### src/rtl/fcmd_pkg.sv
`timescale 1ns/1ps
package fcmd_pkg;

  localparam int CMD_AW = 11;

  localparam logic [CMD_AW-1:0] ADR_KEY_A = 11'h555;
  localparam logic [CMD_AW-1:0] ADR_KEY_B = 11'h2AA;

  localparam logic [7:0] BYTE_KEY_A  = 8'hAA;
  localparam logic [7:0] BYTE_KEY_B  = 8'h55;
  localparam logic [7:0] BYTE_IDENT  = 8'h90;
  localparam logic [7:0] BYTE_ARM    = 8'h80;
  localparam logic [7:0] BYTE_WIPE   = 8'h10;
  localparam logic [7:0] BYTE_ABORT  = 8'hF0;

  localparam logic [7:0] CODE_MAKER  = 8'hC2;
  localparam logic [7:0] CODE_TOP    = 8'h45;
  localparam logic [7:0] CODE_BOTTOM = 8'h46;

  typedef enum logic [1:0] {
    MD_READ,
    MD_IDENT,
    MD_ERASE,
    MD_FAIL
  } mode_e;

  typedef enum logic [2:0] {
    SQ_IDLE,
    SQ_KEY1,
    SQ_KEY2,
    SQ_ARMED,
    SQ_AKEY1,
    SQ_AKEY2
  } seq_e;

  typedef enum logic [1:0] {
    EN_IDLE,
    EN_WRITE,
    EN_VERIFY
  } eng_e;

endpackage

### src/rtl/fcmd_bus_if.sv
`timescale 1ns/1ps
module fcmd_bus_if #(
  parameter int AW = 11
) (
  input  logic          clk,
  input  logic          rst,
  input  logic          ce_n,
  input  logic          we_n,
  input  logic          oe_n,
  input  logic [AW-1:0] addr,
  input  logic [7:0]    din,
  output logic          wr_commit,
  output logic [AW-1:0] wr_addr,
  output logic [7:0]    wr_data,
  output logic          rd_act,
  output logic          rd_end
);

  logic wr_act;
  logic wr_q;
  logic rd_q;

  assign wr_act    = !ce_n && !we_n;
  assign rd_act    = !ce_n && !oe_n && we_n;
  // The write lands when the combined strobe releases: whichever pin rises first
  assign wr_commit = wr_q && !wr_act;
  assign rd_end    = rd_q && !rd_act;

  always_ff @(posedge clk) begin
    if (rst) begin
      wr_q    <= 1'b0;
      rd_q    <= 1'b0;
      wr_addr <= '0;
      wr_data <= '0;
    end else begin
      wr_q <= wr_act;
      rd_q <= rd_act;
      if (wr_act) begin
        wr_addr <= addr;
        wr_data <= din;
      end
    end
  end

  // a commit always follows a cycle in which the strobe was active
  p_commit_after_strobe_r7: assert property (@(posedge clk) disable iff (rst)
    wr_commit |-> $past(!ce_n && !we_n));

endmodule

### src/rtl/fcmd_decoder.sv
`timescale 1ns/1ps
module fcmd_decoder
  import fcmd_pkg::*;
(
  input  logic              clk,
  input  logic              rst,
  input  logic              commit,
  input  logic [CMD_AW-1:0] cmd_addr,
  input  logic [7:0]        cmd_data,
  input  logic              eng_done,
  input  logic              eng_tmo,
  output mode_e             mode,
  output logic              start
);

  seq_e  seq_q;
  seq_e  seq_d;
  mode_e mode_d;
  logic  hit_a;
  logic  hit_b;

  assign hit_a = (cmd_addr == ADR_KEY_A);
  assign hit_b = (cmd_addr == ADR_KEY_B);

  always_comb begin
    seq_d  = seq_q;
    mode_d = mode;
    start  = 1'b0;
    if (mode == MD_ERASE) begin
      if (eng_tmo)       mode_d = MD_FAIL;
      else if (eng_done) mode_d = MD_READ;
    end else if (commit) begin
      if (cmd_data == BYTE_ABORT) begin
        seq_d  = SQ_IDLE;
        mode_d = MD_READ;
      end else if (mode != MD_FAIL) begin
        seq_d  = SQ_IDLE;
        mode_d = MD_READ;
        case (seq_q)
          SQ_IDLE: if (hit_a && cmd_data == BYTE_KEY_A) begin
            seq_d  = SQ_KEY1;
            mode_d = mode;
          end
          SQ_KEY1: if (hit_b && cmd_data == BYTE_KEY_B) begin
            seq_d  = SQ_KEY2;
            mode_d = mode;
          end
          SQ_KEY2: begin
            if (hit_a && cmd_data == BYTE_IDENT) begin
              mode_d = MD_IDENT;
            end else if (hit_a && cmd_data == BYTE_ARM) begin
              seq_d  = SQ_ARMED;
              mode_d = mode;
            end
          end
          SQ_ARMED: if (hit_a && cmd_data == BYTE_KEY_A) begin
            seq_d  = SQ_AKEY1;
            mode_d = mode;
          end
          SQ_AKEY1: if (hit_b && cmd_data == BYTE_KEY_B) begin
            seq_d  = SQ_AKEY2;
            mode_d = mode;
          end
          SQ_AKEY2: if (hit_a && cmd_data == BYTE_WIPE) begin
            mode_d = MD_ERASE;
            start  = 1'b1;
          end
          default: seq_d = SQ_IDLE;
        endcase
      end
    end
  end

  always_ff @(posedge clk) begin
    if (rst) begin
      seq_q <= SQ_IDLE;
      mode  <= MD_READ;
    end else begin
      seq_q <= seq_d;
      mode  <= mode_d;
    end
  end

  // failed state only leaves on an abort byte
  p_fail_hold_r10: assert property (@(posedge clk) disable iff (rst)
    (mode == MD_FAIL && !(commit && cmd_data == BYTE_ABORT)) |=> mode == MD_FAIL);

  // an abort byte outside an erase always lands in read mode
  p_abort_read_r12: assert property (@(posedge clk) disable iff (rst)
    (mode != MD_ERASE && commit && cmd_data == BYTE_ABORT) |=> mode == MD_READ);

endmodule

### src/rtl/fcmd_array.sv
`timescale 1ns/1ps
module fcmd_array #(
  parameter int DEPTH = 16,
  localparam int IW = $clog2(DEPTH)
) (
  input  logic          clk,
  input  logic          rst,
  input  logic          we,
  input  logic [IW-1:0] waddr,
  input  logic [7:0]    wdata,
  input  logic [IW-1:0] raddr_host,
  output logic [7:0]    rdata_host,
  input  logic [IW-1:0] raddr_eng,
  output logic [7:0]    rdata_eng
);

  logic [7:0] mem [DEPTH];

  always_ff @(posedge clk) begin
    if (rst) begin
      for (int i = 0; i < DEPTH; i++) mem[i] <= 8'(i * 29 + 90);
    end else if (we) begin
      mem[waddr] <= wdata;
    end
  end

  assign rdata_host = mem[raddr_host];
  assign rdata_eng  = mem[raddr_eng];

endmodule

### src/rtl/fcmd_erase_eng.sv
`timescale 1ns/1ps
module fcmd_erase_eng
  import fcmd_pkg::*;
#(
  parameter int DEPTH   = 16,
  parameter int PACE    = 4,
  parameter int MAX_CYC = 4096,
  localparam int IW = $clog2(DEPTH),
  localparam int CW = $clog2(PACE + 1),
  localparam int TW = $clog2(MAX_CYC + 1)
) (
  input  logic          clk,
  input  logic          rst,
  input  logic          start,
  input  logic [7:0]    rd_byte,
  output logic          we,
  output logic [IW-1:0] loc,
  output logic [7:0]    wdata,
  output logic          busy,
  output logic          done,
  output logic          tmo
);

  eng_e          st;
  logic          phase_era;
  logic [CW-1:0] cnt;
  logic [TW-1:0] tcnt;
  logic          last_loc;
  logic          ok;

  assign busy     = (st != EN_IDLE);
  assign last_loc = (loc == IW'(DEPTH - 1));
  assign wdata    = phase_era ? 8'hFF : 8'h00;
  assign ok       = (rd_byte == wdata);
  assign we       = (st == EN_WRITE) && (cnt == CW'(PACE - 1));
  assign tmo      = busy && (tcnt == TW'(MAX_CYC - 1));
  assign done     = (st == EN_VERIFY) && ok && last_loc && phase_era && !tmo;

  always_ff @(posedge clk) begin
    if (rst) begin
      st        <= EN_IDLE;
      phase_era <= 1'b0;
      loc       <= '0;
      cnt       <= '0;
      tcnt      <= '0;
    end else if (st == EN_IDLE) begin
      if (start) begin
        st        <= EN_WRITE;
        phase_era <= 1'b0;
        loc       <= '0;
        cnt       <= '0;
        tcnt      <= '0;
      end
    end else if (tmo) begin
      st <= EN_IDLE;
    end else begin
      tcnt <= tcnt + 1'b1;
      case (st)
        EN_WRITE: begin
          if (cnt == CW'(PACE - 1)) begin
            cnt <= '0;
            st  <= EN_VERIFY;
          end else begin
            cnt <= cnt + 1'b1;
          end
        end
        EN_VERIFY: begin
          st <= EN_WRITE;
          if (ok) begin
            if (last_loc) begin
              loc <= '0;
              if (phase_era) st <= EN_IDLE;
              else           phase_era <= 1'b1;
            end else begin
              loc <= loc + 1'b1;
            end
          end
        end
        default: st <= EN_IDLE;
      endcase
    end
  end

  p_budget_bound_r10: assert property (@(posedge clk) disable iff (rst)
    busy |-> tcnt < TW'(MAX_CYC));

  p_end_exclusive_r10: assert property (@(posedge clk) disable iff (rst)
    !(done && tmo));

  // erase phase is entered only after the whole array verified at zero
  p_phase_order_r9: assert property (@(posedge clk) disable iff (rst)
    $rose(phase_era) |-> $past(st == EN_VERIFY && last_loc && rd_byte == 8'h00));

endmodule

### src/rtl/flash_cmd_fsm.sv
`timescale 1ns/1ps
module flash_cmd_fsm
  import fcmd_pkg::*;
#(
  parameter int ADDR_W      = 11,
  parameter int DEPTH       = 16,
  parameter int PACE        = 4,
  parameter int MAX_CYC     = 4096,
  parameter bit BOTTOM_BOOT = 1'b0,
  parameter bit PROTECTED   = 1'b0
) (
  input  logic              clk,
  input  logic              rst,
  input  logic              ce_n,
  input  logic              we_n,
  input  logic              oe_n,
  input  logic [ADDR_W-1:0] addr,
  input  logic [7:0]        din,
  output logic [7:0]        dout
);

  localparam int IW = $clog2(DEPTH);
  localparam logic [7:0] DEV_CODE  = BOTTOM_BOOT ? CODE_BOTTOM : CODE_TOP;
  localparam logic [7:0] PROT_CODE = PROTECTED ? 8'h01 : 8'h00;

  logic              wr_commit;
  logic [CMD_AW-1:0] wr_addr;
  logic [7:0]        wr_data;
  logic              rd_act;
  logic              rd_end;
  mode_e             mode;
  logic              start;
  logic              eng_we;
  logic [IW-1:0]     eng_loc;
  logic [7:0]        eng_wdata;
  logic [7:0]        eng_rbyte;
  logic              eng_busy;
  logic              eng_done;
  logic              eng_tmo;
  logic [7:0]        arr_byte;
  logic              tgl;
  logic [7:0]        rd_mux;

  fcmd_bus_if #(.AW(CMD_AW)) u_bus (
    .clk(clk), .rst(rst), .ce_n(ce_n), .we_n(we_n), .oe_n(oe_n),
    .addr(addr[CMD_AW-1:0]), .din(din),
    .wr_commit(wr_commit), .wr_addr(wr_addr), .wr_data(wr_data),
    .rd_act(rd_act), .rd_end(rd_end)
  );

  fcmd_decoder u_dec (
    .clk(clk), .rst(rst), .commit(wr_commit), .cmd_addr(wr_addr),
    .cmd_data(wr_data), .eng_done(eng_done), .eng_tmo(eng_tmo),
    .mode(mode), .start(start)
  );

  fcmd_array #(.DEPTH(DEPTH)) u_arr (
    .clk(clk), .rst(rst), .we(eng_we), .waddr(eng_loc), .wdata(eng_wdata),
    .raddr_host(addr[IW-1:0]), .rdata_host(arr_byte),
    .raddr_eng(eng_loc), .rdata_eng(eng_rbyte)
  );

  fcmd_erase_eng #(.DEPTH(DEPTH), .PACE(PACE), .MAX_CYC(MAX_CYC)) u_eng (
    .clk(clk), .rst(rst), .start(start), .rd_byte(eng_rbyte),
    .we(eng_we), .loc(eng_loc), .wdata(eng_wdata),
    .busy(eng_busy), .done(eng_done), .tmo(eng_tmo)
  );

  always_comb begin
    case (mode)
      MD_READ:  rd_mux = arr_byte;
      MD_IDENT: begin
        case (addr[1:0])
          2'b00:   rd_mux = CODE_MAKER;
          2'b01:   rd_mux = DEV_CODE;
          2'b10:   rd_mux = PROT_CODE;
          default: rd_mux = 8'h00;
        endcase
      end
      MD_ERASE: rd_mux = {1'b0, tgl, 1'b0, 5'b0};
      default:  rd_mux = {1'b0, tgl, 1'b1, 5'b0};
    endcase
  end

  always_ff @(posedge clk) begin
    if (rst) begin
      tgl  <= 1'b0;
      dout <= 8'h00;
    end else begin
      if (rd_end && (mode == MD_ERASE || mode == MD_FAIL)) tgl <= ~tgl;
      dout <= rd_act ? rd_mux : 8'h00;
    end
  end

  p_mode_tracks_engine_r11: assert property (@(posedge clk) disable iff (rst)
    (mode == MD_ERASE) == eng_busy);

  p_busy_bit7_low_r7: assert property (@(posedge clk) disable iff (rst)
    (rd_act && eng_busy) |=> !dout[7]);

  p_toggle_per_read_r8: assert property (@(posedge clk) disable iff (rst)
    (rd_end && eng_busy) |=> tgl != $past(tgl));

endmodule

### config.mk
export PLATFORM = sky130hd
export DESIGN_NAME = flash_cmd_fsm
export DESIGN_NICKNAME = d
export VERILOG_FILES = /design/src/rtl/fcmd_pkg.sv /design/src/rtl/fcmd_bus_if.sv /design/src/rtl/fcmd_decoder.sv /design/src/rtl/fcmd_array.sv /design/src/rtl/fcmd_erase_eng.sv /design/src/rtl/flash_cmd_fsm.sv
export SDC_FILE = /design/constraint.sdc
export NUM_CORES = 1
export LEC_CHECK = 0
export CORE_AREA = 3 3 106 108
export CTS_BUF_LIST = sky130_fd_sc_hd__clkbuf_8
export CTS_CLUSTER_SIZE = 28
export DETAILED_ROUTE_END_ITERATION = 16
export DIE_AREA = 0 0 109 111
export GPL_ROUTABILITY_DRIVEN = 0
export HOLD_SLACK_MARGIN = 0.02
export PLACE_DENSITY = 0.73
export SETUP_SLACK_MARGIN = 0.3
export SYNTH_ARGS = -nofsm -noshare
export SYNTH_HDL_FRONTEND = slang
export SYNTH_SLANG_ARGS = --single-unit
### constraint.sdc
create_clock -name clk -period 2.55 [get_ports clk]
set_clock_uncertainty 0.15 [all_clocks]
set_input_delay 0.3825 -clock clk [delete_from_list [all_inputs] [get_ports clk]]
set_output_delay 0.3825 -clock clk [all_outputs]
set_load 0.03 [all_outputs]
# After elaboration in Yosys (flattened, before gate mapping)

Memory sizes are Yosys's and may differ from the RTL's. A register that Yosys moved wholly into a read port is not among the register bits.
Index checks and enable logic that the tools add are counted.

Add/subtract/negate cells: 3
Multipliers: 0
Div/mod/pow operators: 0
Magnitude comparators: 0
Equality and inequality tests: 31
Shift-type cells: 0
Mux-type cells: 68
Bitwise operators: 3
Reductions and logical operators: 47

Operators by type and width:

| operator                | count |
|---|---|
| $mux W13                | 3 |
| $mux W2                 | 19 |
| $mux W4                 | 9 |
| $eq A8 B8 Y1 const B    | 4 |
| $mux W3                 | 10 |
| $pmux W8 S3             | 1 |
| $mux W1                 | 20 |
| $logic_and A1 B1 Y1     | 17 |
| $mux W8                 | 2 |
| $pmux W8 S2             | 1 |
| $pmux W3 S5             | 1 |
| $reduce_bool A2 Y1      | 7 |
| $add A13 B1 Y13 const B | 1 |
| $eq A13 B12 Y1 const B  | 1 |
| $ne A4 B3 Y1 const B    | 3 |
| $eq A11 B10 Y1 const B  | 1 |
| $eq A11 B11 Y1 const B  | 1 |
| $eq A3 B2 Y1 const B    | 3 |
| $eq A8 B5 Y1 const B    | 1 |
| $eq A8 B7 Y1 const B    | 1 |
| $eq A8 B8 Y1            | 1 |
| $pmux W2 S4             | 1 |
| $reduce_or A8 Y1        | 1 |
| $eq A2 B1 Y1 const B    | 3 |
| 22 further kinds        | 40 |

Flip-flop bits (word level): 58
Bits in latches: 0
RAM bits: 128
Memory bits (read-only): 0
Input bits: 24
Output and inout bits: 8
Memories kept: 1

Memories:

| name      | depth | bits a word | rd ports | clocked after Yosys merged registers in | write ports | line             | RTL |
|---|---|---|---|---|---|---|---|
| u_arr.mem | 16    | 8           | 2        | 1                                       | 16          | fcmd_array.sv:17 | `logic [7:0] mem [DEPTH];` |

# Longest topological paths before layout

Gate-level depths: netlist of run 1.

Depth after elaboration: 12
Depth in mapped cells: 11
Mapped depth without buffers: 9

# Cells and area by module

Synthesis of run 1 repeated with hierarchy kept, for this count alone.

Cells, all modules: 828
Area total of the unflattened synthesis: 9917.0 µm²

Modules (own cells, without submodules):

| module         | times used | cells an instance | area each (µm²) | sequential area each (µm²) |
|---|---|---|---|---|
| fcmd_array     | 1          | 465               | 6742.7          | 3843.7 |
| fcmd_erase_eng | 1          | 164               | 1380.1          | 460.4 |
| fcmd_bus_if    | 1          | 93                | 849.6           | 420.4 |
| fcmd_decoder   | 1          | 71                | 565.5           | 100.1 |
| flash_cmd_fsm  | 1          | 35                | 379.1           | 180.2 |

# Worst setup path after synthesis of run 1

OpenSTA, ideal clock, no wires.

Path type: register -> register
Start point: reg u_dec.mode[0]
End point: reg with a tool-made name
Setup time: 0.078 ns
Arrival: 2.403 ns
Data required time: 2.322 ns
Slack: -0.081 ns
Stages on the path, launching flop included: 9
Buffers on the path: 0
Clock period less this slack: 2.631 ns
Cells stage by stage: dfxtp_1 -> inv_1 -> ha_1 -> or3_1 -> o31ai_1 -> o21ai_1 -> a211o_1 -> or4_1 -> a21oi_1

RTL lines:

| item                     | line               | RTL |
|---|---|---|
| start: declaration       | fcmd_decoder.sv:12 | `output mode_e mode,` |
| start signal: assignment | fcmd_decoder.sv:80 | `mode <= mode_d;` |

==> results, run 1 <==
- The run finished, with violations left.
- The final reports fail on setup timing.
- The DRC violations left is 0.
- Timing would allow up to 0.364 GHz.
- The post-route clock period utilization is 1.08.
- The first detailed-routing pass took 6 iterations.
- The most congested layer reported by global routing is met2.
- Once placement completed, the tool counted placed cells totaling 863.
- Dividing the synthesized area by the synthesized cell count gives between 8 and 9 um^2.
- The die area is roughly 12000 um^2.
- The number of hold violations in the final report is 0.
- The number of synthesis warnings is 0.
- Hold repair after CTS inserted 0 buffers.
- The tree is rooted in a clkbuf_8.
- The layout overhead on the synthesized area is 27.3%.
- For the pin with the worst max-slew slack, the measured transition is 612 ps.
- For met1 alone, demand over resource in global routing was 0.358.
- The sequential fraction of the synthesis area is 0.383.
- For the finished layout, the period the worst path requires is 2740 ps.
- The switching power as a share of total power is 0.248.
- The share of total power in sequential cells is 0.547.
- The region available for standard cell placement spans 10300 um^2.
- Using the TritonRoute via totals, the vias-per-cell ratio works out to 6.02.
- The leakage power is around 0.0027 uW.
- The number of nets in the synthesized netlist is 699.
- The number of buffer cells added on primary ports is 31.
- The insertion delay to the later sink of the worst-skew pair is 380 ps.
- The share of the synthesized area in compound gates (AO/OA/AOI/OAI) is 0.156.
- 0 antenna diodes ended up in the layout.
- The final setup violation count is 11.
- The via count is 5406.
- In the final layout, the share of cells above drive strength 1 is 0.274.
- The initial utilization of the core area, before any placement, comes to 0.557.
- The gate count after technology mapping is around 660.
- Max-cap violations in this run came to 0.
- The synthesized design contains 32 enable-type register cells.
- The clock passes through at most 2 buffers.
- Synthesis instantiated 72 different standard cells from the library.
- The most used flip-flop cell after synthesis is dfxtp_1.
- Setup repair after global routing could not meet its margin everywhere.
- TritonCTS built the clock tree.
- Along the worst path, the maximum fanout reaches 6.
- In the global route stage, met2 resource usage came out at 0.389.
- Adding up every negative setup slack in the final design gives -1600 ps.
- Of the total synthesized cell area, the portion taken by XOR and XNOR cells is 0.00913.
- Clock tree synthesis inserted a total of 9 buffers.
- Before CTS, the worst setup slack after placement is -290 ps.
- Of the total synthesized cell area, the portion taken by full adders, half adders and majority gates is 0.0239.
- The number of max-slew violations in the final report was 0.
- The initial antenna violation count is 0.
- The remaining number of nets flagged by the antenna check after routing is 0.
- The global-route usage over all layers is 0.255.
- After detailed routing, the total wire length is between 15 and 20 mm.
- After filler insertion, the fill cell instance count of the layout stands at 747.
- Of the total synthesized cell area, the portion taken by AND, OR, NAND and NOR gates is 0.303.
- The worst setup path is launched from a flip-flop.
- The worst pin sits at a relative slew slack of 0.590.
- The worst register-to-register path has a depth of 9.
- The data required time at the worst endpoint is 2720 ps.
- The pin count of the biggest net entering global routing is 60.
- The minimum setup slack in the final design is -195 ps.
- The H-tree depth reported by CTS is 3.
- The total number of clock tree sinks is 94.
- The worst register-to-register path has a setup slack of -190 ps.
- The half-perimeter wire length after placement is 10.8 mm.
- The placement row count is 37.
- The classification of the worst setup path is reg -> reg.
- The worst IR drop on VDD is around 0.38 mV.
- The floorplan step set the die width to 109 um.
- On the final layout, the worst hold slack is 322 ps.
- The finished layout holds ~900 standard cells, fillers aside.
- After clock tree synthesis, the clock-pin slew on the worst setup and hold paths is around 100 ps.
- The capturing element type of the critical path is a flip-flop.
- The combinational family with the most area after synthesis is simple AND/OR/NAND/NOR gates.
- The total I/O pin count is 32.
- The multiplexer share of the synthesized area is 0.0798.
- The internal power of the cells is roughly 2200 uW.
- The final standard cell utilization of the core is 0.710.
- The global routing usage on met3 is 0.0454.
- The post-synthesis instance area is 5750 um^2.
- Power spread over the standard cell area amounts to 405 nW/um^2.
- In this run, synthesis produced a sequential element count of 94.
- The final net count is about 790.
- After global routing the overflow that remains totals 0.
- The iteration-0 DRC count of the detailed router is about 370.
- The combinational cell fraction of total power is 0.117.
- The share of total power dissipated in the clock network is 0.335.
- The die span in y is around 110 um.
- In the final routed layout, each cell accounts on average for 17.0 um.
- The first-pass GRT wire length is ~25 mm.
- The critical path arrival is 2910 ps.
- The library cell used most frequently in the layout, excluding fill and tap cells, is nand2_1.
- The min-delay analysis places its worst path in the category reg -> reg.
- The library cells used most frequently in the layout, excluding fill and tap cells, are 92 x nand2_1, 77 x buf_4, 52 x dfxtp_1, 50 x a21oi_1, 37 x nand2b_1.
- The fraction of synthesis flops using an asynchronous set or reset pin is 0.
- The total net switching power is between 700 and 800 uW.
- The via count of the first global-routing pass is 5020.
==> cell type report <==
cell class                 count  area (um^2)  area share
inverter                      18         70.1     0.00956
clock inverter                 5         52.6     0.00717
clock buffer                  10          138      0.0188
timing repair buffer         124         1080       0.148
multi-input combinational    511         3590       0.490
tap                          136          170      0.0232
sequential                    94         2220       0.304
==> timing repair <==
item / 4_1_cts / 5_1_grt
gates cloned: 0 / 0
setup endpoints to repair: 34 / 79
buffers inserted: 10 / 10
pin swaps: 19 / 27
resized for setup: 44 / 47
==> cells by family after synthesis <==
| group | Yosys count |
|---|---|
| AO/OA/AOI/OAI | 141 |
| XOR/XNOR | 6 |
| adder cells (fa/ha/maj) | 11 |
| buffers and inverters | 59 |
| flip-flops | 94 |
| multiplexers | 29 |
| AND/OR/NAND/NOR | 324 |
==> stage by stage <==
step	cell area, um^2	power (uW)
after floorplan	5830	1830
after global placement	6670	1970
after detailed placement	6670	1980
after CTS	7080	2960
after global routing	7330	3080
final	7330	2960
==> layer usage <==
layer  part of all wire  vias to the layer above
li1                   -                     2586
met1               0.43                     2558
met2               0.47                      232
met3              0.074                       30
met4              0.022                        0
met5                  0                        -
==> power groups by stage <==
stage,Clock (uW),Sequential [uW],Combinational (uW)
final,994,1620,348
after detailed placement,0,1660,325
after floorplan,0,1650,185
after global routing,1080,1630,377
after global placement,0,1660,317
after CTS,1010,1620,330
==> cells in the mapped netlist, drive strengths merged (5+ instances only) <==
library cell,instances,share of area
nor3,12,0.011
inv,18,0.012
clkbuf,30,0.020
nand2,93,0.061
a211o,5,0.0076
and2,12,0.013
nand4,7,0.0076
buf,11,0.014
nor4,7,0.0076
or3,9,0.0098
or2,21,0.023
nand2b,38,0.041
o21ai,29,0.025
o211ai,6,0.0087
and3,20,0.022
nor2,37,0.024
nor2b,15,0.016
a21oi,55,0.048
edfxtp,32,0.17
mux2i,14,0.024
ha,11,0.024
a211oi,5,0.0065
o31ai,6,0.0078
mux4,13,0.052
nand3b,5,0.0065
dfxtp,62,0.22
or4,5,0.0065
nand3,20,0.017
==> flip-flops by register name, summed over array words and instances (netlist names), 2 cells and up, named ones only <==
name / cells
dout: 8
u_arr.mem: 32
u_bus.wr_addr: 11
u_bus.wr_data: 8
u_dec.mode: 2
u_dec.seq_q: 3
u_eng.cnt: 3
u_eng.loc: 4
u_eng.st: 2
u_eng.tcnt: 13
==> critical path: stages, from the launching register on <==
cell       delay [ps]
dfxtp_4           420
buf_6             140
and2b_2           240
a2111oi_4         200
and4b_2           300
nor3_2            180
nand4bb_1         150
a211o_1           320
or4_4             430
a21oi_2           160
==> how the worst min path moves through the flow <==
| stage | start | endpoint | cells past startpoint |
|---|---|---|---|
| after floorplan | u_eng.tcnt[12] | u_eng.tcnt[12] | 2 |
| after global placement | u_eng.tcnt[12] | u_eng.tcnt[12] | 2 |
| after detailed placement | u_eng.tcnt[12] | u_eng.tcnt[12] | 2 |
| after CTS | rst | u_eng.st[1] | 4 |
| after global routing | u_eng.tcnt[12] | u_eng.tcnt[12] | 2 |
| final | u_eng.tcnt[12] | u_eng.tcnt[12] | 2 |
Note: power is estimated with default switching activity, not from simulation.
==> run 2, diff against run 1 <==
--- a/config.mk
+++ b/config.mk
@@ -12,7 +12,8 @@
 export DIE_AREA = 0 0 109 111
 export GPL_ROUTABILITY_DRIVEN = 0
 export HOLD_SLACK_MARGIN = 0.02
-export PLACE_DENSITY = 0.73
+export MAX_ROUTING_LAYER = met4
+export PLACE_DENSITY = 0.77
 export SETUP_SLACK_MARGIN = 0.3
 export SYNTH_ARGS = -nofsm -noshare
 export SYNTH_HDL_FRONTEND = slang
==> results, run 2 (synthesis results as in run 1) <==
- The number of buffer cells added on primary ports was 31 (unchanged).
- Crit-path cells: mux4_2 -> o211ai_1 -> a211o_1 -> o221ai_2 -> or2_4 -> or4_4 -> a21oi_2 (was buf_6 -> and2b_2 -> a2111oi_4 -> and4b_2 -> nor3_2 -> nand4bb_1 -> a211o_1 -> or4_4 -> a21oi_2).
- The number of placed cells counting well taps is 863 (unchanged).
- Setup repair after global routing missed its margin: true (unchanged).
- The tightest hold margin was 328 ps (was 322 ps).
- The number of cells on the worst hold path is 4 (was 2).
- The global-route usage over all layers is 0.273 (was 0.255).
- The capturing element type of the critical path is a flip-flop (unchanged).
- The standard cell core area came to 10300 um^2 (unchanged).
- The initial antenna violation count is 0 (unchanged).
- The leakage power is 0.00274 uW (was 0.00273 uW).
- The iteration-0 DRC count of the detailed router is 617 (was 368).
- The critical path arrival is 2880 ps (was 2910 ps).
- The number of fillers in the final layout is 707 (was 747).
- The final period demand of the worst path is 2730 ps (was 2740 ps).
- The most common cell after layout, fill and taps aside is nand2_1 (unchanged).
- The area of the multi-input gates is 3570 um^2 (was 3590 um^2).
- The maximum clock frequency is 0.366 GHz (was 0.364 GHz).
- The number of buffers on the longest clock path is 2 (unchanged).
- The slew at the pin closest to its max-slew limit came to 634 ps (was 612 ps).
- Largest registers ranked by flip-flop count: u_arr.mem x32, u_eng.tcnt x13, u_bus.wr_addr x11 (unchanged).
- The worst IR drop on VDD is 0.248 mV (was 0.378 mV).
- The class of the worst hold path was in -> reg (was reg -> reg).
- The number of diodes added for antenna fixing is 0 (unchanged).
- The total congestion overflow after global routing is 0 (unchanged).
- The area taken by flip-flops and latches is 2230 um^2 (was 2220 um^2).
- The insertion delay to the later sink of the worst-skew pair is 380 ps (about the same).
- The length of the first detailed-routing pass in iterations is 6 (unchanged).
- The data required time at the worst endpoint is 2700 ps (was 2720 ps).
- The total number of clock tree sinks is 94 (unchanged).
- The total I/O pin count is 32 (unchanged).
- The total net switching power is 743 uW (was 737 uW).
- The number of max-slew violations in the final report was 0 (unchanged).
- The sort of element at the start of the critical path is a flip-flop (unchanged).
- The CTS tree is yes (unchanged).
- The die span in y is 111 um (unchanged).
- The average wire per cell in the routed design is 18.0 um (was 17.0 um).
- The placement-stage cell area is 6670 um^2 (unchanged).
- The clock slew seen by the registers of the worst setup and hold paths was 90 ps (was 100 ps).
- The via count is 5569 (was 5406).
- The share of total power in sequential cells is 0.528 (was 0.547).
- The power density over the cells came to 420 nW/um^2 (was 405 nW/um^2).
- The combinational cell fraction of total power is 0.111 (was 0.117).
- The count of hold buffers inserted by post-cts repair came to 0 (unchanged).
- The setup total negative slack is -1520 ps (was -1600 ps).
- The power share of the clock group is 0.362 (was 0.335).
- The pin count of the biggest net entering global routing is 60 (unchanged).
- The TritonCTS buffer count came to 9 (unchanged).
- The switching power as a share of total power was 0.242 (was 0.248).
- The remaining number of nets flagged by the antenna check after routing was 0 (unchanged).
- The sink of the worst hold path is u_eng.st[1] (was u_eng.tcnt[12]).
- The width of the die came to 109 um (unchanged).
- The share of layout cells above drive strength 1 was 0.282 (was 0.274).
- The slack of the worst reg-to-reg path is -180 ps (was -190 ps).
- The die area is 12100 um^2 (unchanged).
- The final design area excluding fillers is 7320 um^2 (was 7330 um^2).
- The final setup violation count is 11 (unchanged).
- The classification of the worst setup path is reg -> reg (unchanged).
- The number of hold violations in the final report is 0 (unchanged).
- The DRC violations left came to 0 (unchanged).
- The minimum setup slack in the final design is -180 ps (was -195 ps).
- Commonest cells after routing, fill and taps aside: 92 x nand2_1, 82 x buf_4, 53 x a21oi_1, 49 x dfxtp_1, 38 x nand2b_1 (was 92 x nand2_1, 77 x buf_4, 52 x dfxtp_1, 50 x a21oi_1, 37 x nand2b_1).
- The total of max-cap violations came to 0 (unchanged).
- Status: finished with violations (unchanged).
- The final instance count without filler cells is 898 (unchanged).
- The first-pass GRT wire length is 25.9 mm (was 24.7 mm).
- The sum of routed wire length over all layers is 16.2 mm (was 15.3 mm).
- The flip-flop count of the largest register after layout was 32 (unchanged).
- The internal power of the cells is 2330 uW (was 2230 uW).
- The critical-path cell with the highest stage delay is mux4_2 (was or4_4).
- The length in cells of the worst reg-to-reg path is 7 (was 9).
- The CTS root buffer was clkbuf_8 (unchanged).
- The effective utilization at floorplan is 0.557 (unchanged).
- The placement row count was 37 (unchanged).
- The register with the most flip-flops is u_arr.mem (unchanged).
- The via count of the first global-routing pass is 5374 (was 5020).
- The post-route clock period utilization came to 1.07 (was 1.08).
- The H-tree depth reported by CTS is 3 (unchanged).
- The beginning of the worst hold path was rst (was u_eng.tcnt[12]).
- The layout overhead on the synthesized area is 27.3% (about the same).
- The relative slew slack was 0.576 (was 0.590).
- The largest incremental delay on the critical path came to 520 ps (was 430 ps).
- The half-perimeter wire length after placement is 11.0 mm (was 10.8 mm).
- The detail-routed via count per cell was 6.20 (was 6.02).
- The maximum fanout count along the critical path is 8 (was 6).
- The final net count is 792 (was 793).
- Failing checks: setup timing (unchanged).
## run 2: cell count changes in the layout (fill, tap and decap cells not counted), sizes merged
cell	delta
clkdlybuf4s50	-1
buf	-1
bufinv	+1
dlymetal6s2s	+1
## run 2: final cells by class
cell class | instances | share of cell area
clock buffers | 10 | 0.0188
clock inverters | 6 | 0.0115
inverters | 18 | 0.00957
multi-input cells | 511 | 0.488
flip-flops and latches | 94 | 0.305
well taps | 136 | 0.0232
repair buffers | 123 | 0.144
## run 2: routing by layer
| metal | up-vias | wire (um) | global-route usage |
|---|---|---|---|
| met5 | - | 0 | - |
| met2 | 267 | 7830 | 0.431 |
| li1 | 2587 | - | - |
| met1 | 2652 | 6650 | 0.351 |
| met3 | 63 | 1230 | 0.0483 |
| met4 | 0 | 481 | 0.0951 |
## run 2: stage by stage
step                setup WS [ps]  power (uW)  utilization
global placement             -263        1960        0.646
global route                 -309        3180        0.709
CTS                          -145        3080        0.692
detailed placement           -299        1980        0.646
floorplan                    34.3        1830            -
finish                       -180        3070        0.709
## run 2: repair_timing
item / CTS / global route
setup buffers: 16 / 3
pin swaps: 24 / 14
gates resized for setup: 42 / 43
setup endpoints to repair: 34 / 76
cloned: 0 / 0
## run 2: how the worst max path moves through the flow
stage          depth (start not counted)            to  startpoint
6_report                               7     flip-flop   flip-flop
5_1_grt                                7     flip-flop   flip-flop
4_1_cts                                7     flip-flop   flip-flop
3_5_place_dp                           8  u_eng.loc[2]        ce_n
3_3_place_gp                           8     flip-flop        ce_n
2_1_floorplan                          8     flip-flop   flip-flop
## run 2: power groups by stage
stage	registers, uW	clock network [uW]	logic (uW)
global placement	1650	0	312
floorplan	1650	0	185
finish	1620	1110	340
global route	1620	1190	368
detailed placement	1650	0	321
CTS	1620	1130	329
## run 2: critical path: cells and delay by family, from the launching register on
family             cells  cell delay (ps)
and+or+nand+nor        2              750
muxes                  1              520
DFF                    1              420
AOI/OAI and AO/OA      4              820
==> run 3, diff against run 2 <==
--- a/config.mk
+++ b/config.mk
@@ -5,15 +5,16 @@
 export SDC_FILE = /design/constraint.sdc
 export NUM_CORES = 1
 export LEC_CHECK = 0
-export CORE_AREA = 3 3 106 108
+export ABC_CLOCK_PERIOD_IN_PS = 2900
+export CORE_AREA = 3 3 102 104
 export CTS_BUF_LIST = sky130_fd_sc_hd__clkbuf_8
 export CTS_CLUSTER_SIZE = 28
 export DETAILED_ROUTE_END_ITERATION = 16
-export DIE_AREA = 0 0 109 111
+export DIE_AREA = 0 0 105 107
 export GPL_ROUTABILITY_DRIVEN = 0
 export HOLD_SLACK_MARGIN = 0.02
 export MAX_ROUTING_LAYER = met4
-export PLACE_DENSITY = 0.77
+export PLACE_DENSITY = 0.79
 export SETUP_SLACK_MARGIN = 0.3
 export SYNTH_ARGS = -nofsm -noshare
 export SYNTH_HDL_FRONTEND = slang
==> constraint.sdc (replaced) <==
create_clock -name clk -period 2.9 [get_ports clk]
set_clock_uncertainty 0.15 [all_clocks]
set_input_delay 0.435 -clock clk [delete_from_list [all_inputs] [get_ports clk]]
set_output_delay 0.435 -clock clk [all_outputs]
set_load 0.03 [all_outputs]
==> results, run 3 (synthesis results as in run 1) <==
- The total number of clock tree sinks is 94 (unchanged).
- The clock slew seen by the registers of the worst setup and hold paths was 90 ps (about the same).
- The power density over the cells came to 382 nW/um^2 (was 420 nW/um^2).
- The final setup violation count was 7 (was 11).
- The width of the die is 105 um (was 109 um).
- The number of diodes added for antenna fixing is 0 (unchanged).
- The worst IR drop on VDD was 0.190 mV (was 0.248 mV).
- The total net switching power is 669 uW (was 743 uW).
- The capturing element type of the critical path is a flip-flop (unchanged).
- The total of max-cap violations is 0 (unchanged).
- The data required time at the worst endpoint was 3050 ps (was 2700 ps).
- The internal power of the cells is 2000 uW (was 2330 uW).
- The iteration-0 DRC count of the detailed router is 657 (was 617).
- The critical path arrival came to 3100 ps (was 2880 ps).
- The number of buffers on the longest clock path is 2 (unchanged).
- The total congestion overflow after global routing is 0 (unchanged).
- The relative slew slack came to 0.514 (was 0.576).
- The average wire per cell in the routed design was 18.2 um (was 18.0 um).
- The post-route clock period utilization is 1.01 (was 1.07).
- The initial antenna violation count is 0 (unchanged).
- The most common cell after layout, fill and taps aside is nand2_1 (unchanged).
- The minimum setup slack in the final design was -43.3 ps (was -180 ps).
- The insertion delay to the later sink of the worst-skew pair was 380 ps (about the same).
- The die span in y is 107 um (was 111 um).
- Failing checks: setup timing (unchanged).
- The final period demand of the worst path came to 2940 ps (was 2730 ps).
- The remaining number of nets flagged by the antenna check after routing came to 0 (unchanged).
- The maximum fanout count along the critical path is 15 (was 8).
- The met2 demand-to-capacity share in global routing came to 0.432 (was 0.431).
- The sum of routed wire length over all layers came to 15.6 mm (was 16.2 mm).
- The layout overhead on the synthesized area is 21.6% (was 27.3%).
- The detail-routed via count per cell came to 6.30 (was 6.20).
- The number of hold violations in the final report is 0 (unchanged).
- The share of layout cells above drive strength 1 was 0.214 (was 0.282).
- The effective utilization at floorplan came to 0.597 (was 0.557).
- Commonest cells after routing, fill and taps aside: 91 x nand2_1, 56 x dfxtp_1, 54 x a21oi_1, 44 x buf_4, 36 x nand2b_1 (was 92 x nand2_1, 82 x buf_4, 53 x a21oi_1, 49 x dfxtp_1, 38 x nand2b_1).
- The global-route usage over all layers came to 0.272 (was 0.273).
- The leakage power is 0.00252 uW (was 0.00274 uW).
- The slew at the pin closest to its max-slew limit came to 728 ps (was 634 ps).
- The via count is 5396 (was 5569).
- The TritonCTS buffer count was 9 (unchanged).
- The placement-stage cell area came to 6330 um^2 (was 6670 um^2).
- The share of total power in sequential cells is 0.537 (was 0.528).
- The flip-flop count of the largest register after layout is 32 (unchanged).
- The final instance count without filler cells is 857 (was 898).
- The number of placed cells counting well taps is 823 (was 863).
- The H-tree depth reported by CTS came to 3 (unchanged).
- The most congested layer reported by global routing is met2 (unchanged).
- The CTS tree was yes (unchanged).
- The pin count of the biggest net entering global routing was 60 (unchanged).
- Setup repair after global routing missed its margin: true (unchanged).
- The first-pass GRT wire length is 24.4 mm (was 25.9 mm).
- The DRC violations left is 0 (unchanged).
- The CTS root buffer is clkbuf_8 (unchanged).
- The class of the worst hold path is reg -> reg (was in -> reg).
- The number of buffer cells added on primary ports is 31 (unchanged).
- The global routing usage on met1 is 0.339 (was 0.351).
- The switching power as a share of total power is 0.251 (was 0.242).
- The standard cell core area is 9640 um^2 (was 10300 um^2).
- The register with the most flip-flops was u_arr.mem (unchanged).
- The maximum clock frequency was 0.340 GHz (was 0.366 GHz).
- The final design area excluding fillers came to 6990 um^2 (was 7320 um^2).
- The length of the first detailed-routing pass in iterations is 5 (was 6).
- The die area is 11200 um^2 (was 12100 um^2).
- The half-perimeter wire length after placement is 10.2 mm (was 11.0 mm).
- The via count of the first global-routing pass is 5091 (was 5374).
- The final total power came to 2670 uW (was 3070 uW).
- The combinational cell fraction of total power is 0.095 (was 0.111).
- The final net count is 754 (was 792).
- The total I/O pin count is 32 (unchanged).
- The classification of the worst setup path is reg -> reg (unchanged).
- The placement row count is 36 (was 37).
- Status: finished with violations (unchanged).
- Largest registers ranked by flip-flop count: u_arr.mem x32, u_eng.tcnt x13, u_bus.wr_addr x11 (unchanged).
- The global routing usage on met3 is 0.0602 (was 0.0483).
- The number of max-slew violations in the final report is 0 (unchanged).
- The power share of the clock group is 0.368 (was 0.362).
- The sort of element at the start of the critical path is a flip-flop (unchanged).
==> run 3: cell count changes in the layout (fill, tap and decap cells not counted), sizes merged <==
cell	before	now
inv	21	20
clkinv	1	2
dlymetal6s2s	1	0
clkdlybuf4s50	29	30
clkinvlp	0	1
buf	93	54
==> run 3: repair_timing <==
| action | in CTS | in global routing |
|---|---|---|
| pin swaps | 9 | 20 |
| endpoints found under the setup margin | 19 | 24 |
| hold buffers | 0 | 0 |
| buffers inserted | 9 | 6 |
| gates resized for setup | 19 | 48 |
| gates cloned | 2 | 1 |
==> run 3: final timing paths <==
kind / slack [ps] / start / cells past startpoint / to
worst max-delay path: -40 / flip-flop / 11 / flip-flop
worst min-delay path: 320 / u_eng.tcnt[12] / 2 / u_eng.tcnt[12]
worst max register to register: -40 / flip-flop / 11 / flip-flop
worst min register to register: 320 / u_eng.tcnt[12] / 2 / u_eng.tcnt[12]
==> run 3: final cells by class <==
cell class / count / area (um^2)
sequential: 94 / 2220
multi-input combinational: 511 / 3500
tap: 133 / 166
inverter: 18 / 67.6
clock inverter: 7 / 93.8
fill: 675 / 2650
timing repair buffer: 85 / 821
clock buffer: 9 / 124
==> run 3: metrics by stage <==
| step | setup WS, ps | util | hold WS [ps] | TNS, ps |
|---|---|---|---|---|
| floorplan | 315 | - | 273 | 0 |
| global route | -147 | 0.725 | 336 | -1160 |
| detailed placement | -139 | 0.657 | 285 | -1350 |
| finish | -43.3 | 0.725 | 320 | -136 |
| CTS | 148 | 0.700 | 298 | 0 |
| global placement | -89.5 | 0.657 | 284 | -773 |
==> run 3: power by group through the flow <==
| stage | Clock (uW) | Combinational (uW) | Sequential [uW] |
|---|---|---|---|
| CTS | 983 | 245 | 1430 |
| finish | 981 | 254 | 1430 |
| global placement | 0 | 235 | 1460 |
| floorplan | 0 | 161 | 1450 |
| detailed placement | 0 | 242 | 1460 |
| global route | 1040 | 277 | 1440 |
==> run 3: routing by layer <==
| layer | vias to the layer above | part of all wire |
|---|---|---|
| li1 | 2497 | - |
| met1 | 2527 | 0.41 |
| met2 | 300 | 0.46 |
| met3 | 72 | 0.091 |
| met4 | 0 | 0.039 |
| met5 | - | 0 |
==> run 3: critical path, cell delays in order, from the launching register on <==
cell and delay, ps:
dfxtp_4 390, buf_12 150, buf_12 140, a211oi_2 270
o21ai_0 230, nand4_1 230, buf_4 140, o21a_1 120
o221ai_2 110, or2_1 290, or4_4 500, a21oi_2 160
